[src/rtl/pktz_pkg.sv]
package pktz_pkg;
  localparam int DATA_W  = 512;
  localparam int KEEP_W  = DATA_W / 8;
  localparam int BEAT_B  = KEEP_W;
  localparam int BEAT_SH = $clog2(BEAT_B);
  localparam int LEN_W   = 32;
  localparam int MTU_W   = 16;
  localparam int HDR_W   = 3 * LEN_W;

  typedef enum logic [1:0] {
    ST_IDLE = 2'd0,
    ST_HDR  = 2'd1,
    ST_DATA = 2'd2,
    ST_STS  = 2'd3
  } fr_state_e;

  // payload bytes allowed per segment: header beat included in MTU
  function automatic logic [LEN_W-1:0] seg_limit(input logic [MTU_W-1:0] mtu);
    logic [LEN_W-1:0] m;
    m = LEN_W'(mtu);
    if (m < LEN_W'(2 * BEAT_B)) return LEN_W'(BEAT_B);
    return ((m - LEN_W'(BEAT_B)) >> BEAT_SH) << BEAT_SH;
  endfunction

  function automatic logic [LEN_W-1:0] beats_of(input logic [LEN_W-1:0] len);
    logic [LEN_W:0] t;
    t = {1'b0, len} + (LEN_W+1)'(BEAT_B - 1);
    return LEN_W'(t >> BEAT_SH);
  endfunction

  function automatic logic [KEEP_W-1:0] tail_keep(input logic [LEN_W-1:0] len);
    logic [BEAT_SH-1:0] n;
    n = len[BEAT_SH-1:0];
    if (n == '0) return '1;
    return (KEEP_W'(1) << n) - KEEP_W'(1);
  endfunction

  function automatic logic [LEN_W-1:0] min_len(input logic [LEN_W-1:0] a,
                                                input logic [LEN_W-1:0] b);
    return (a < b) ? a : b;
  endfunction
endpackage

[src/rtl/pktz_mtu_cfg.sv]
module pktz_mtu_cfg
  import pktz_pkg::*;
#(
  parameter int RST_MTU = 1536
) (
  input  logic             clk,
  input  logic             rst_n,
  input  logic             we,
  input  logic [MTU_W-1:0] wdata,
  output logic [LEN_W-1:0] limit
);
  logic [MTU_W-1:0] mtu_q;

  always_ff @(posedge clk) begin
    if (!rst_n)  mtu_q <= MTU_W'(RST_MTU);
    else if (we) mtu_q <= wdata;
  end

  assign limit = seg_limit(mtu_q);
endmodule

[src/rtl/pktz_seg_calc.sv]
module pktz_seg_calc
  import pktz_pkg::*;
(
  input  logic [LEN_W-1:0] remaining,
  input  logic [LEN_W-1:0] limit,
  output logic [LEN_W-1:0] seg_len,
  output logic [LEN_W-1:0] left_after,
  output logic [LEN_W-1:0] seg_beats
);
  always_comb begin
    seg_len    = min_len(remaining, limit);
    left_after = remaining - seg_len;
    seg_beats  = beats_of(seg_len);
  end
endmodule

[src/rtl/pktz_framer.sv]
module pktz_framer
  import pktz_pkg::*;
(
  input  logic              clk,
  input  logic              rst_n,
  input  logic [LEN_W-1:0]  cfg_limit,
  input  logic              cmd_valid,
  output logic              cmd_ready,
  input  logic [LEN_W-1:0]  cmd_dest,
  input  logic [LEN_W-1:0]  cmd_bytes,
  input  logic [LEN_W-1:0]  cmd_tag,
  input  logic              in_tvalid,
  output logic              in_tready,
  input  logic [DATA_W-1:0] in_tdata,
  output logic              out_tvalid,
  input  logic              out_tready,
  output logic [DATA_W-1:0] out_tdata,
  output logic [KEEP_W-1:0] out_tkeep,
  output logic              out_tlast,
  output logic              sts_valid,
  input  logic              sts_ready,
  output logic [LEN_W-1:0]  sts_tag,
  output logic [LEN_W-1:0]  calc_rem,
  output logic [LEN_W-1:0]  calc_lim,
  input  logic [LEN_W-1:0]  calc_seg,
  input  logic [LEN_W-1:0]  calc_left,
  input  logic [LEN_W-1:0]  calc_beats
);
  fr_state_e        state_q;
  logic [LEN_W-1:0] dest_q, tag_q, rem_q, seg_len_q, beats_left_q, limit_q;
  logic [LEN_W-1:0] data_cnt_q;

  // named events
  logic cmd_take, hdr_fire, data_fire, seg_end, msg_end, sts_take;

  assign cmd_take  = (state_q == ST_IDLE) && cmd_valid;
  assign hdr_fire  = (state_q == ST_HDR) && out_tready;
  assign data_fire = (state_q == ST_DATA) && in_tvalid && out_tready;
  assign seg_end   = data_fire && (beats_left_q == LEN_W'(1));
  assign msg_end   = (seg_end && (rem_q == '0)) || (hdr_fire && (seg_len_q == '0));
  assign sts_take  = (state_q == ST_STS) && sts_ready;

  // segment calculator input: new command or remainder of current one
  assign calc_rem = (state_q == ST_IDLE) ? cmd_bytes : rem_q;
  assign calc_lim = (state_q == ST_IDLE) ? cfg_limit : limit_q;

  always_ff @(posedge clk) begin
    if (!rst_n) begin
      state_q      <= ST_IDLE;
      dest_q       <= '0;
      tag_q        <= '0;
      rem_q        <= '0;
      seg_len_q    <= '0;
      beats_left_q <= '0;
      limit_q      <= '0;
    end else begin
      unique case (state_q)
        ST_IDLE: if (cmd_take) begin
          dest_q       <= cmd_dest;
          tag_q        <= cmd_tag;
          limit_q      <= cfg_limit;
          seg_len_q    <= calc_seg;
          rem_q        <= calc_left;
          beats_left_q <= calc_beats;
          state_q      <= ST_HDR;
        end
        ST_HDR: if (hdr_fire) begin
          state_q <= (seg_len_q == '0) ? ST_STS : ST_DATA;
        end
        ST_DATA: if (data_fire) begin
          beats_left_q <= beats_left_q - LEN_W'(1);
          if (seg_end) begin
            if (rem_q == '0) begin
              state_q <= ST_STS;
            end else begin
              seg_len_q    <= calc_seg;
              rem_q        <= calc_left;
              beats_left_q <= calc_beats;
              state_q      <= ST_HDR;
            end
          end
        end
        ST_STS: if (sts_take) state_q <= ST_IDLE;
        default: state_q <= ST_IDLE;
      endcase
    end
  end

  // data beats seen since the last header, for the checks
  always_ff @(posedge clk) begin
    if (!rst_n)        data_cnt_q <= '0;
    else if (hdr_fire) data_cnt_q <= '0;
    else if (data_fire) data_cnt_q <= data_cnt_q + LEN_W'(1);
  end

  always_comb begin
    cmd_ready  = (state_q == ST_IDLE);
    sts_valid  = (state_q == ST_STS);
    sts_tag    = tag_q;
    in_tready  = (state_q == ST_DATA) && out_tready;
    out_tvalid = 1'b0;
    out_tdata  = '0;
    out_tkeep  = '1;
    out_tlast  = 1'b0;
    if (state_q == ST_HDR) begin
      out_tvalid = 1'b1;
      out_tdata  = {{(DATA_W-HDR_W){1'b0}}, tag_q, seg_len_q, dest_q};
      out_tlast  = (seg_len_q == '0);
    end else if (state_q == ST_DATA) begin
      out_tvalid = in_tvalid;
      out_tdata  = in_tdata;
      out_tlast  = (beats_left_q == LEN_W'(1));
      out_tkeep  = out_tlast ? tail_keep(seg_len_q) : '1;
    end
  end


  cmd_idle_chk: assert property (@(posedge clk) disable iff (!rst_n)
    cmd_ready |-> (!out_tvalid && !sts_valid && !in_tready));


  sts_hold_chk: assert property (@(posedge clk) disable iff (!rst_n)
    (sts_valid && !sts_ready) |=> (sts_valid && $stable(sts_tag)));


  sts_after_end_chk: assert property (@(posedge clk) disable iff (!rst_n)
    msg_end |=> sts_valid);


  seg_fit_chk: assert property (@(posedge clk) disable iff (!rst_n)
    (state_q != ST_IDLE) |-> (seg_len_q <= limit_q));


  seg_beats_chk: assert property (@(posedge clk) disable iff (!rst_n)
    (data_fire && out_tlast) |-> ((data_cnt_q + LEN_W'(1)) == beats_of(seg_len_q)));


  hdr_hold_chk: assert property (@(posedge clk) disable iff (!rst_n)
    ((state_q == ST_HDR) && !out_tready) |=> (out_tvalid && $stable(out_tdata)));


  lim_frozen_chk: assert property (@(posedge clk) disable iff (!rst_n)
    (state_q != ST_IDLE) |=> ((state_q == ST_IDLE) || $stable(limit_q)));
endmodule

[src/rtl/msg_packetizer.sv]
module msg_packetizer
  import pktz_pkg::*;
#(
  parameter int DEFAULT_MTU = 1536
) (
  input  logic              clk,
  input  logic              rst_n,
  input  logic              cfg_mtu_we,
  input  logic [MTU_W-1:0]  cfg_mtu_wdata,
  input  logic              cmd_valid,
  output logic              cmd_ready,
  input  logic [LEN_W-1:0]  cmd_dest,
  input  logic [LEN_W-1:0]  cmd_bytes,
  input  logic [LEN_W-1:0]  cmd_tag,
  input  logic              in_tvalid,
  output logic              in_tready,
  input  logic [DATA_W-1:0] in_tdata,
  output logic              out_tvalid,
  input  logic              out_tready,
  output logic [DATA_W-1:0] out_tdata,
  output logic [KEEP_W-1:0] out_tkeep,
  output logic              out_tlast,
  output logic              sts_valid,
  input  logic              sts_ready,
  output logic [LEN_W-1:0]  sts_tag
);
  logic [LEN_W-1:0] cfg_limit, calc_rem, calc_lim, calc_seg, calc_left, calc_beats;

  pktz_mtu_cfg #(.RST_MTU(DEFAULT_MTU)) u_cfg (
    .clk   (clk),
    .rst_n (rst_n),
    .we    (cfg_mtu_we),
    .wdata (cfg_mtu_wdata),
    .limit (cfg_limit)
  );

  pktz_seg_calc u_calc (
    .remaining  (calc_rem),
    .limit      (calc_lim),
    .seg_len    (calc_seg),
    .left_after (calc_left),
    .seg_beats  (calc_beats)
  );

  pktz_framer u_framer (
    .clk        (clk),
    .rst_n      (rst_n),
    .cfg_limit  (cfg_limit),
    .cmd_valid  (cmd_valid),
    .cmd_ready  (cmd_ready),
    .cmd_dest   (cmd_dest),
    .cmd_bytes  (cmd_bytes),
    .cmd_tag    (cmd_tag),
    .in_tvalid  (in_tvalid),
    .in_tready  (in_tready),
    .in_tdata   (in_tdata),
    .out_tvalid (out_tvalid),
    .out_tready (out_tready),
    .out_tdata  (out_tdata),
    .out_tkeep  (out_tkeep),
    .out_tlast  (out_tlast),
    .sts_valid  (sts_valid),
    .sts_ready  (sts_ready),
    .sts_tag    (sts_tag),
    .calc_rem   (calc_rem),
    .calc_lim   (calc_lim),
    .calc_seg   (calc_seg),
    .calc_left  (calc_left),
    .calc_beats (calc_beats)
  );
endmodule

[config.mk]
export PLATFORM = sky130hd
export DESIGN_NAME = msg_packetizer
export DESIGN_NICKNAME = d
export VERILOG_FILES = /design/src/rtl/pktz_pkg.sv /design/src/rtl/pktz_mtu_cfg.sv /design/src/rtl/pktz_seg_calc.sv /design/src/rtl/pktz_framer.sv /design/src/rtl/msg_packetizer.sv
export SDC_FILE = /design/constraint.sdc
export NUM_CORES = 1
export LEC_CHECK = 0
export ABC_AREA = 1
export BUFFER_PORTS_ARGS = -buffer_cell sky130_fd_sc_hd__buf_2
export CAP_MARGIN = 40
export CORE_AREA = 4 4 480 482
export DETAILED_ROUTE_END_ITERATION = 8
export DIE_AREA = 0 0 484 486
export PLACE_DENSITY_LB_ADDON = 0.08
export SLEW_MARGIN = 20
export SYNTH_ARGS = -nofsm -noshare
export SYNTH_HDL_FRONTEND = slang
export SYNTH_SLANG_ARGS = --single-unit
export TNS_END_PERCENT = 100
[constraint.sdc]
create_clock -name clk -period 15 [get_ports clk]
set_input_delay 1.5 -clock clk [delete_from_list [all_inputs] [get_ports clk]]
set_output_delay 1.5 -clock clk [all_outputs]
set_load 0.05 [all_outputs]
Yosys cells after proc, flatten, opt, wreduce, memory -nomap -nowiden
Cells that the tools add are included.

storage, ports and cells
  RAM bits = 0
  bits in read-only memories = 0
  register bits = 210
  bits of input ports = 631
  latch bits = 0
  memories kept = 0

cells by class
  multiplexer cells = 43
  divide/modulo/power cells = 0
  bitwise gates (word level) = 0
  reduce and logical (&&, ||, !) cells = 16
  add/subtract/negate cells = 5
  multipliers = 0
  shifts and indexed selects = 1
  equal/unequal tests = 10
  magnitude comparators = 2

operators by type and width
  operator               number
  $mux 512               2
  $mux 32                17
  $mux 64                5
  $pmux 32 s2            3
  $logic_not 32->1       2
  $shl 1x6->64 const A   1
  $sub 64x2->64 const B  1
  $add 32x6->33 const B  1
  $eq 32x1->1 const B    1
  $lt 32x32->1           1
  $sub 32x1->32 const B  1
  $sub 32x32->32         1
  $sub 16x7->17 const B  1
  $lt 16x8->1 const B    1
  $mux 2                 6
  $ne 2x1->1 const B     5
  $reduce_and 5->1       2
  $mux 1                 9
  $pmux 2 s4             1
  $logic_and 1x1->1      7
  $logic_not 6->1        1
  $eq 2x2->1 const B     2
  $reduce_and 3->1       1
  $eq 2x1->1 const B     1
  other kinds (4)        4

Logic depth before layout (Yosys ltp)
Gate-level depths: netlist of the first run.

  depth in word-level cells = 11
  gate-level depth with buffers = 37

By module
From an unflattened synthesis of the first run, not the netlist that was laid out.

unflattened totals
  cell total of the unflattened synthesis = 3925
  area, all modules = 21286.7 um^2

by module, submodules not included
  module         cells each  instances  seq. area each (um^2)  area each (um^2)
  pktz_framer    3022        1          3883.7                 16233.1
  pktz_seg_calc  789         1          0.0                    4319.1
  pktz_mtu_cfg   114         1          200.2                  734.5

Worst setup path after synthesis of the first run
Ideal clock, no wire load.

  kind = input to register
  start point = in cmd_bytes[27]
  end point = reg u_framer.rem_q[31]
  library setup time = 116 ps
  arrival time = 5605 ps
  required time = 14884 ps
  setup slack = 9279 ps
  cell stages on the path = 30
  path buffers = 2
  path through = or2_2 -> o21ai_0 -> inv_1 -> ha_1 -> a21oi_1 -> o21ai_0 -> nand2_1 -> o211ai_1 -> a21oi_1 -> clkbuf_1 -> buf_2 -> nand3_1 -> nand2_2 -> ha_1 -> a21o_1 -> a21oi_1 -> nand2_1 -> a21boi_0 -> inv_1 -> nand3_1 -> nand2_1 -> inv_1 -> nor2_1 -> o21ai_0 -> nand2_1 -> a21oi_1 -> xnor2_1 -> nand2_1 -> o211ai_1 -> inv_1

between the ends
  word-level cells in the longest chain between the ends = 8

RTL lines
  element               line                  RTL
  from (decl)           msg_packetizer.sv:13  input logic [LEN_W-1:0] cmd_bytes,
  $mux 32 *             pktz_framer.sv:44     assign calc_rem = (state_q == ST_IDLE) ? cmd_bytes : rem_q;
  $lt 32x32->1          pktz_pkg.sv:40        return (a < b) ? a : b;
  $mux 32               pktz_pkg.sv:40
  $sub 32x32->32 *      pktz_seg_calc.sv:12   left_after = remaining - seg_len;
  $mux 32               pktz_framer.sv:73     if (rem_q == '0) begin
  $mux 32               pktz_framer.sv:72     if (seg_end) begin
  $mux 32               pktz_framer.sv:70     ST_DATA: if (data_fire) begin
  $pmux 32 s2 *         pktz_framer.sv:57     unique case (state_q)
  to (signal assigned)  pktz_framer.sv:63     rem_q <= calc_left;
  to (signal assigned)  pktz_framer.sv:77     rem_q <= calc_left;
  to (decl)             pktz_framer.sv:30     logic [LEN_W-1:0] dest_q, tag_q, rem_q, seg_len_q, beats_left_q, limit_q;

Every way passes the cells marked *; elsewhere a longest branch is shown, timed or not. The select of a mux whose other input is x is not followed.
A chain may end at the register's enable or synchronous reset.

Final worst setup path of the first run
  start point = reg u_framer.state_q[1]
  end point = reg u_framer.rem_q[31]

between the ends
  word-level cells in the longest chain between the ends = 9

RTL lines
  element                            line                                  RTL
  from (decl)                        pktz_framer.sv:29                     fr_state_e state_q;
  from (signal assigned)             pktz_framer.sv:68                     state_q <= (seg_len_q == '0) ? ST_STS : ST_DATA;
  $logic_not 2->1                    --
  $mux 32, on equally long branches  pktz_framer.sv:44, pktz_framer.sv:45
  $lt 32x32->1                       pktz_pkg.sv:40
  $mux 32                            pktz_pkg.sv:40
  $sub 32x32->32                     pktz_seg_calc.sv:12
  $mux 32                            pktz_framer.sv:73
  $mux 32                            pktz_framer.sv:72
  $mux 32                            pktz_framer.sv:70
  $pmux 32 s2                        pktz_framer.sv:57

Parallel ways exist; a longest one is shown, timed or not. The select of a mux whose other input is x is not followed.

==> results of run 1 <==
[cell usage after synthesis (10+ instances only)]
cell type / instances
nand3_1: 162
xor2_1: 19
inv_2: 13
a22o_1: 74
nand2_1: 338
nand2_2: 22
nand3b_1: 13
dfxtp_1: 183
nor2_2: 11
xnor2_1: 14
ha_1: 55
buf_1: 10
nor4_1: 20
nor2_1: 776
nor3_1: 55
or2_2: 38
inv_1: 670
a21oi_1: 97
nand4_1: 30
o21ai_0: 250
clkbuf_1: 124
o211ai_1: 20
o22ai_1: 22
a31oi_1: 10
buf_2: 17
[per-stage QoR]
step | util [%] | setup slack, ns | instances | instance area (um^2) | hold WS, ns
2_1_floorplan | - | 9.28 | 3148 | 17600 | 0.439
5_1_grt | 12.4 | 6.21 | 7330 | 28000 | 0.512
3_5_place_dp | 12.1 | 6.89 | 7283 | 27300 | 0.464
6_report | 12.4 | 7.12 | 7356 | 28100 | 0.467
4_1_cts | 12.3 | 6.85 | 7315 | 28000 | 0.475
3_3_place_gp | 12.0 | 6.81 | 7265 | 27100 | 0.452
[flip-flops by register name, indices dropped and copies added (netlist names)]
name	flops
u_framer.state_q	2
u_framer.seg_len_q	32
u_framer.sts_tag	32
u_framer.beats_left_q	32
u_framer.limit_q	11
u_framer.dest_q	32
u_framer.rem_q	32
u_cfg.mtu_q	10
[final timing paths]
kind	startpoint	cells past startpoint	end	slack, ns
worst max register to register	u_framer.state_q[1]	33	u_framer.rem_q[31]	7.12
worst min-delay path	u_framer.beats_left_q[31]	2	u_framer.beats_left_q[31]	0.47
worst max-delay path	u_framer.state_q[1]	33	u_framer.rem_q[31]	7.12
worst min register to register	u_framer.beats_left_q[31]	2	u_framer.beats_left_q[31]	0.47
[power groups by stage]
stage	Sequential, mW	Combinational, mW	Clock [mW]
final	0.747	4.45	0.526
after global routing	0.765	4.86	0.571
after CTS	0.753	4.56	0.566
after detailed placement	0.762	4.54	0
after global placement	0.766	4.56	0
after floorplan	0.751	2.81	0
[worst min-delay path: stages, from the launching register on]
cell     delay (ns)
dfxtp_1        0.31
inv_1          0.06
a21oi_1        0.05
[layer usage]
layer	vias up	wire length [um]	track usage [%]
met5	-	630	0
met4	98	9640	6.34
met3	411	20300	7.38
met2	1211	113000	33.5
met1	11800	93600	21.8
li1	12100	-	-
[layout make-up]
type / instances / area (um^2)
clock buffers: 17 / 425
multi-input cells: 2121 / 10700
clock inverters: 15 / 200
well taps: 3009 / 3760
repair buffers: 1288 / 6640
inverters: 686 / 2580
diodes: 37 / 92.6
flip-flops and latches: 183 / 3660
fillers: 27100 / 198000
[cell families after synthesis]
| logic type | Yosys count | share of synthesized area, % |
|---|---|---|
| adders and majority gates | 55 | 3.92 |
| xor gates and xnor gates | 33 | 1.65 |
| AOI/OAI and AO/OA | 532 | 18.2 |
| and+or+nand+nor | 1498 | 36.9 |
| buffers and inverters | 844 | 18.4 |
| muxes | 1 | 0.0570 |
| DFF | 183 | 20.9 |
| other | 1 | 0.0214 |
==> flow_summary.ini, run 1 <==
[clock_tree]
cts.path.max_buffers = 2
h-tree-depth = 4
post_cts_buffers = 0
cts_resized = 0
path_clk_slew_ns = 0.09
cts_root_buf = clkbuf_16
cts_tree = built
cts_hold_buffers = 0
numCtsBuffers = 17
clkLatencyLatePin_ns = 0.54
clock-sinks = 183

[routing]
via_per_inst = 3.49
first_pass_iters = 5
remaining_drc_errors = 0
first_iter_violations = 1348
antenna_left = 0
vias = 25700
post_drt_wl_per_cell_um = 32.2
drt_wl_total_mm = 237

[sta]
clock_skew_ns = 0.0372
slew_headroom_pct = 33.8
fin_crit_ns = 7.88
min_period_over_period_pct = 52.5
tightestPinTransition_ns = 0.990
setup_tns_ns = 0
fmax_ghz = 0.127
rsz0062_at_grt = false
hold_viol = 0
finalSetupViolations = 0
maxSlewViolCount = 0

[logic_synthesis]
yosys_warnings = 0
yosys_most_used_dff = dfxtp_1
synth_area_leaders = dfxtp_1, nor2_1, inv_1, nand2_1, o21ai_0
async_flop_share_pct = 0
synth-seq-cells = 183
syn_area_per_cell_um2 = 5.58
ys_seq_area_share_pct = 20.9
synth.cell_area_um2 = 17600
synth_edf_count = 0
syn-instance-count = 3147
ys_types = 65
netlist.area_leader.share_pct = 20.9
yosysTopAreaCell = dfxtp_1

[worst_setup_path]
startpoint_type = flop
crit_buf_inv = 8
worstSetupPathType = reg -> reg
cpMaxStageDelayCell = nor4_1
path_common_cell = nand2_1
arrival_ns = 8.30
worst_ep_required_time_ns = 15.42
crit_path_end_kind = flop
worstPathMaxFanout = 34
critPathTopFamily = simple AND/OR/NAND/NOR gates
max_stage_delay_ns = 0.70

[grt]
grt_max_degree = 97
first_global_vias = 26300
grt_pass1_wl_mm = 295
antenna_found_initial = 228
grt_usage_pct = 19.3
grt_overflow = 0

[power]
seqPwrFrac_pct = 13.1
combPwrFrac_pct = 77.8
switching_share_pct = 65.9
p_leak_nw = 15.6
power.density_nw_per_um2 = 204
internal_power_mw = 1.95
peakVddDrop_uv = 102
total_power_mw = 5.72
p_switching_mw = 3.77
clkPwrFrac_pct = 9.2

[die]
fp.dieW_um = 484
io_pins = 1244
fp.dieH_um = 486
die_area_um2 = 235000
fp-row-count = 175
core-area_um2 = 226000
initial_core_util_pct = 7.76

[status]
outcome = finished clean

[final_layout]
drive_gt1_share_pct = 33.6
syn2layout_area_growth_pct = 59.9
final_cell_mix = buf_2, nor2_1, inv_1, nand2_1, o21ai_0
nets = 4983
final_common_cell = buf_2

[placed_design]
place_hpwl_mm = 214
gp_congestion = 1.03
port_buffers = 1236

[min_path]
hp-class = reg -> reg

[run]
cap_viol_max_count = 0
Power figures use the tool's default switching activity.
==> run 2, diff against run 1 <==
ABC_AREA = 0   (was 1)
CORE_AREA = 4 4 481 483   (was 4 4 480 482)
DIE_AREA = 0 0 485 487   (was 0 0 484 486)
clock period = 8.2 ns   (was 15 ns; I/O delays follow)
==> flow_summary.ini, run 2 <==
[die]
fp.dieW_um = 485
fp-row-count = 175
io_pins = 1244
initial_core_util_pct = 6.95
core-area_um2 = 227000
die_area_um2 = 236000
fp.dieH_um = 487

[worst_setup_path]
worst_ep_required_time_ns = 8.62
arrival_ns = 7.45
worstSetupPathType = reg -> reg
worstPathMaxFanout = 9
crit_path_end_kind = flop
startpoint_type = flop
regToRegSetupSlack_ns = 1.17

[logic_synthesis]
synth_compound_area_share_pct = 22.6
synth_top_family_by_area = simple AND/OR/NAND/NOR gates
synthSimpleGateAreaFrac_pct = 37.8
synth.cell_area_um2 = 15800
yosysTopAreaCell = dfxtp_1
yosys_most_used_dff = dfxtp_1
ys_seq_area_share_pct = 23.2
async_flop_share_pct = 0
synthMuxAreaShare_pct = 2.73
netlist.area_leader.share_pct = 23.2
synth_fa_ha_area_share_pct = 4.37
synth_edf_count = 0
synth_area_leaders = dfxtp_1, and2_1, nand2_1, a21oi_1, a22o_1
ys_types = 76
synthXorXnorAreaFrac_pct = 3.50
syn_area_per_cell_um2 = 6.86
yosysMostFrequentCell = and2_1
yosys_warnings = 0
syn-instance-count = 2297
synth_commonest_cells = and2_1, nand2_1, a21oi_1, dfxtp_1, clkbuf_1
synth-seq-cells = 183

[sta]
fin_crit_ns = 7.03
clock_skew_ns = 0.0167
min_period_over_period_pct = 85.8
slew_headroom_pct = 25.2
worst_slack_ns = 1.17
holdWs_ns = 0.457
hold_viol = 0
maxSlewViolCount = 0
rsz0062_at_grt = false
tightestPinTransition_ns = 1.12
fmax_ghz = 0.142
finalSetupViolations = 0
setup_tns_ns = 0

[grt]
antenna_found_initial = 192
grt_overflow = 0
grt_usage_pct = 21.2
grt_pass1_wl_mm = 310
grt_max_degree = 216
first_global_vias = 22100

[clock_tree]
cts_hold_buffers = 0
cts_resized = 0
cts_tree = built
cts.path.max_buffers = 2
clock-sinks = 183
h-tree-depth = 4
numCtsBuffers = 17
post_cts_buffers = 0
clkLatencyLatePin_ns = 0.56
cts_root_buf = clkbuf_16
path_clk_slew_ns = 0.09

[routing]
remaining_drc_errors = 0
drt_wl_total_mm = 261
first_pass_iters = 5
first_iter_violations = 1475
post_drt_wl_per_cell_um = 39.7
via_per_inst = 3.49
antenna_left = 0
vias = 22900

[final_layout]
final_common_cell = buf_2
final_cell_mix = buf_2, and2_1, nand2_1, a21oi_1, dfxtp_1
finalInstanceArea_um2 = 26700
final_util_pct = 11.8
drive_gt1_share_pct = 40.4
nets = 4158
syn2layout_area_growth_pct = 69.6

[placed_design]
place_hpwl_mm = 235
pre_cts_ws_ns = 1.01
gp_congestion = 0.919
placed_cell_area_um2 = 25900
port_buffers = 1236

[power]
power.density_nw_per_um2 = 237
peakVddDrop_uv = 196
p_leak_nw = 12.4

[min_path]
hp-class = reg -> reg

[run]
cap_viol_max_count = 0

[status]
outcome = finished clean
## run 2: worst paths after layout
check,startpoint,end,cells after the start
setup / recovery,u_cfg.mtu_q[11],u_framer.rem_q[31],26
hold / removal,u_framer.dest_q[3],u_framer.dest_q[3],2
setup reg to reg,u_cfg.mtu_q[11],u_framer.rem_q[31],26
hold reg to reg,u_framer.dest_q[3],u_framer.dest_q[3],2
## run 2: power breakdown
part | leakage (nW) | internal [mW] | switching (mW)
Sequential | 1.50 | 1.02 | 0.169
Clock | 0.292 | 0.414 | 0.564
Combinational | 10.6 | 1.24 | 2.92
Total | 12.4 | 2.68 | 3.65
## run 2: routing by layer
layer  up-vias  part of all wire (%)  wire [um]  GRT usage, %
met5         -                  0.14        363             0
met4        48                   6.9      17900          11.1
met3       373                   7.8      20200          7.01
met2      1123                    49     128000          37.3
met1     11000                    36      94700          22.4
li1      10300                     -          -             -
## run 2: critical path: stages, from the launching register on
cell and delay, ns:
dfxtp_1 0.37, or4_4 0.60, nor4_1 0.51, nand2_1 0.10, nand2_1 0.27, inv_1 0.25
buf_4 0.23, ha_1 0.30, nand4_1 0.15, nor4_1 0.40, buf_4 0.20, o311a_1 0.35
nor2_1 0.27, nor2_1 0.20, a21oi_1 0.09, ha_1 0.34, o211ai_1 0.33, a21oi_1 0.17
o311ai_0 0.33, buf_4 0.18, a211o_1 0.16, a211oi_1 0.12, o41ai_1 0.40, buf_4 0.19
o21ai_0 0.11, xnor2_1 0.17, a21oi_1 0.08
## run 2: cells by family after synthesis
group                    Yosys count
AO/OA/AOI/OAI                    565
multiplexers                      42
other                              1
buffers and inverters            229
XOR/XNOR                          63
flip-flops                       183
adder cells (fa/ha/maj)           55
AND/OR/NAND/NOR                 1159
## run 2: per-stage QoR
step,instances,power [mW]
after floorplan,2298,3.48
after global placement,6450,5.46
after detailed placement,6457,5.44
after CTS,6489,6.51
after global routing,6538,6.75
final,6572,6.33
## run 2: cell type report
type / instances / area [um^2]
diodes: 78 / 195
well taps: 3009 / 3760
repair buffers: 1336 / 7070
fillers: 26900 / 200000
clock inverters: 15 / 175
inverters: 48 / 190
flip-flops and latches: 183 / 3660
clock buffers: 17 / 425
multi-input cells: 1886 / 11300
==> run 3, diff against run 2 <==
REMOVE_ABC_BUFFERS = 1   (was default)
==> flow_summary.ini, run 3 (synthesis results as in run 2) <==
[sta]
slew_headroom_pct = 39.1
rsz0062_at_grt = false
fmax_ghz = 0.145
fin_crit_ns = 6.87
min_period_over_period_pct = 83.8
tightestPinTransition_ns = 0.910
hold_viol = 0
finalSetupViolations = 0
holdWs_ns = 0.456
maxSlewViolCount = 0
clock_skew_ns = 0.0158

[die]
fp.dieW_um = 485
die_area_um2 = 236000
core-area_um2 = 227000
fp-row-count = 175
fp.dieH_um = 487
io_pins = 1244
initial_core_util_pct = 6.95

[min_path]
hp-class = reg -> reg
hold_end = u_framer.dest_q[24]
holdPathStages = 2
min_from = u_framer.dest_q[24]

[placed_design]
dp_cells = 6532
gp_congestion = 1.02
port_buffers = 1236
place_hpwl_mm = 246

[final_layout]
drive_gt1_share_pct = 41.6
final_common_cell = buf_2
fin_cells = 6764
final_util_pct = 12.2
num-fill-cells = 26900
syn2layout_area_growth_pct = 75.5
final_cell_mix = buf_2, and2_1, nand2_1, a21oi_1, dfxtp_1
nets = 4230

[worst_setup_path]
crit_path_end_kind = flop
worst_ep_required_time_ns = 8.63
cpMaxStageDelayCell = or4_4
startpoint_type = flop
regToRegSetupSlack_ns = 1.33
reg2reg_to = u_framer.rem_q[31]
arrival_ns = 7.30
reg2regPathDepth = 31
path_common_cell = buf_4
max_stage_delay_ns = 0.60
r2r-start = u_cfg.mtu_q[11]
worstSetupPathType = reg -> reg
worstPathMaxFanout = 8

[routing]
antenna_left = 0
first_pass_iters = 5
first_iter_violations = 1380
post_drt_wl_per_cell_um = 40.8
vias = 24000
remaining_drc_errors = 0
via_per_inst = 3.55
drt_wl_total_mm = 276

[power]
power.density_nw_per_um2 = 237
peakVddDrop_uv = 125
p_leak_nw = 12.8

[clock_tree]
post_cts_buffers = 0
h-tree-depth = 4
clock-sinks = 183
cts_hold_buffers = 0
numCtsBuffers = 17
path_clk_slew_ns = 0.09
cts_tree = built
cts_resized = 0
cts.path.max_buffers = 2
cts_root_buf = clkbuf_16
clkLatencyLatePin_ns = 0.56

[grt]
grt_pass1_wl_mm = 326
grt_usage_pct = 22.5
antenna_found_initial = 301
grt_overflow = 0
grt_max_degree = 145
first_global_vias = 22300

[run]
cap_viol_max_count = 0

[status]
outcome = finished clean
[run 3: layer usage]
metal | vias to the layer above | wire, um | GRT usage (%)
li1 | 10600 | - | -
met1 | 11600 | 101000 | 23.9
met2 | 1264 | 133000 | 38.1
met3 | 495 | 27200 | 10.1
met4 | 88 | 13800 | 10.3
met5 | - | 606 | 0
[run 3: cell type report]
type                    count  area, um^2  share of cell area (%)
clock inverters            12         215                   0.778
inverters                  48         190                   0.687
diodes                    201         503                    1.82
repair buffers           1408        7650                    27.6
well taps                3009        3760                    13.6
clock buffers              17         425                    1.54
flip-flops and latches    183        3660                    13.2
multi-input cells        1886       11300                    40.7
[run 3: worst max-delay path by stage]
| stage | cells past startpoint | end | start | slack, ns |
|---|---|---|---|---|
| after floorplan | 5 | u_framer.rem_q[16] | u_framer.state_q[1] | -14.43 |
| after CTS | 31 | u_framer.rem_q[31] | u_cfg.mtu_q[11] | 1.23 |
| after global routing | 31 | u_framer.rem_q[31] | u_cfg.mtu_q[11] | 0.91 |
| after global placement | 31 | u_framer.rem_q[31] | u_cfg.mtu_q[11] | 1.24 |
| final | 31 | u_framer.rem_q[31] | u_cfg.mtu_q[11] | 1.33 |
| after detailed placement | 31 | u_framer.rem_q[31] | u_cfg.mtu_q[11] | 1.27 |
[run 3: worst max-delay path: cells and delay by family, from the launching register on]
kind	cells	cell delay, ns
xor gates and xnor gates	1	0.15
AOI/OAI and AO/OA	11	2.31
and+or+nand+nor	7	1.66
DFF	1	0.37
buffers and inverters	10	1.55
adders and majority gates	2	0.68
[run 3: per-stage QoR]
stage	power (mW)	area [um^2]	setup TNS [ns]	worst slack [ns]
finish	6.55	27700	0	1.33
CTS	6.73	27100	0	1.23
global route	7.01	27600	0	0.907
detailed placement	5.58	26500	0	1.27
floorplan	3.48	15100	-4460.00	-14.43
global placement	5.59	26300	0	1.24
[run 3: power by group]
group          total (mW)  switching, mW  internal [mW]
combinational        4.28           2.85           1.43
clock                1.07          0.523          0.545
sequential           1.20          0.174           1.02
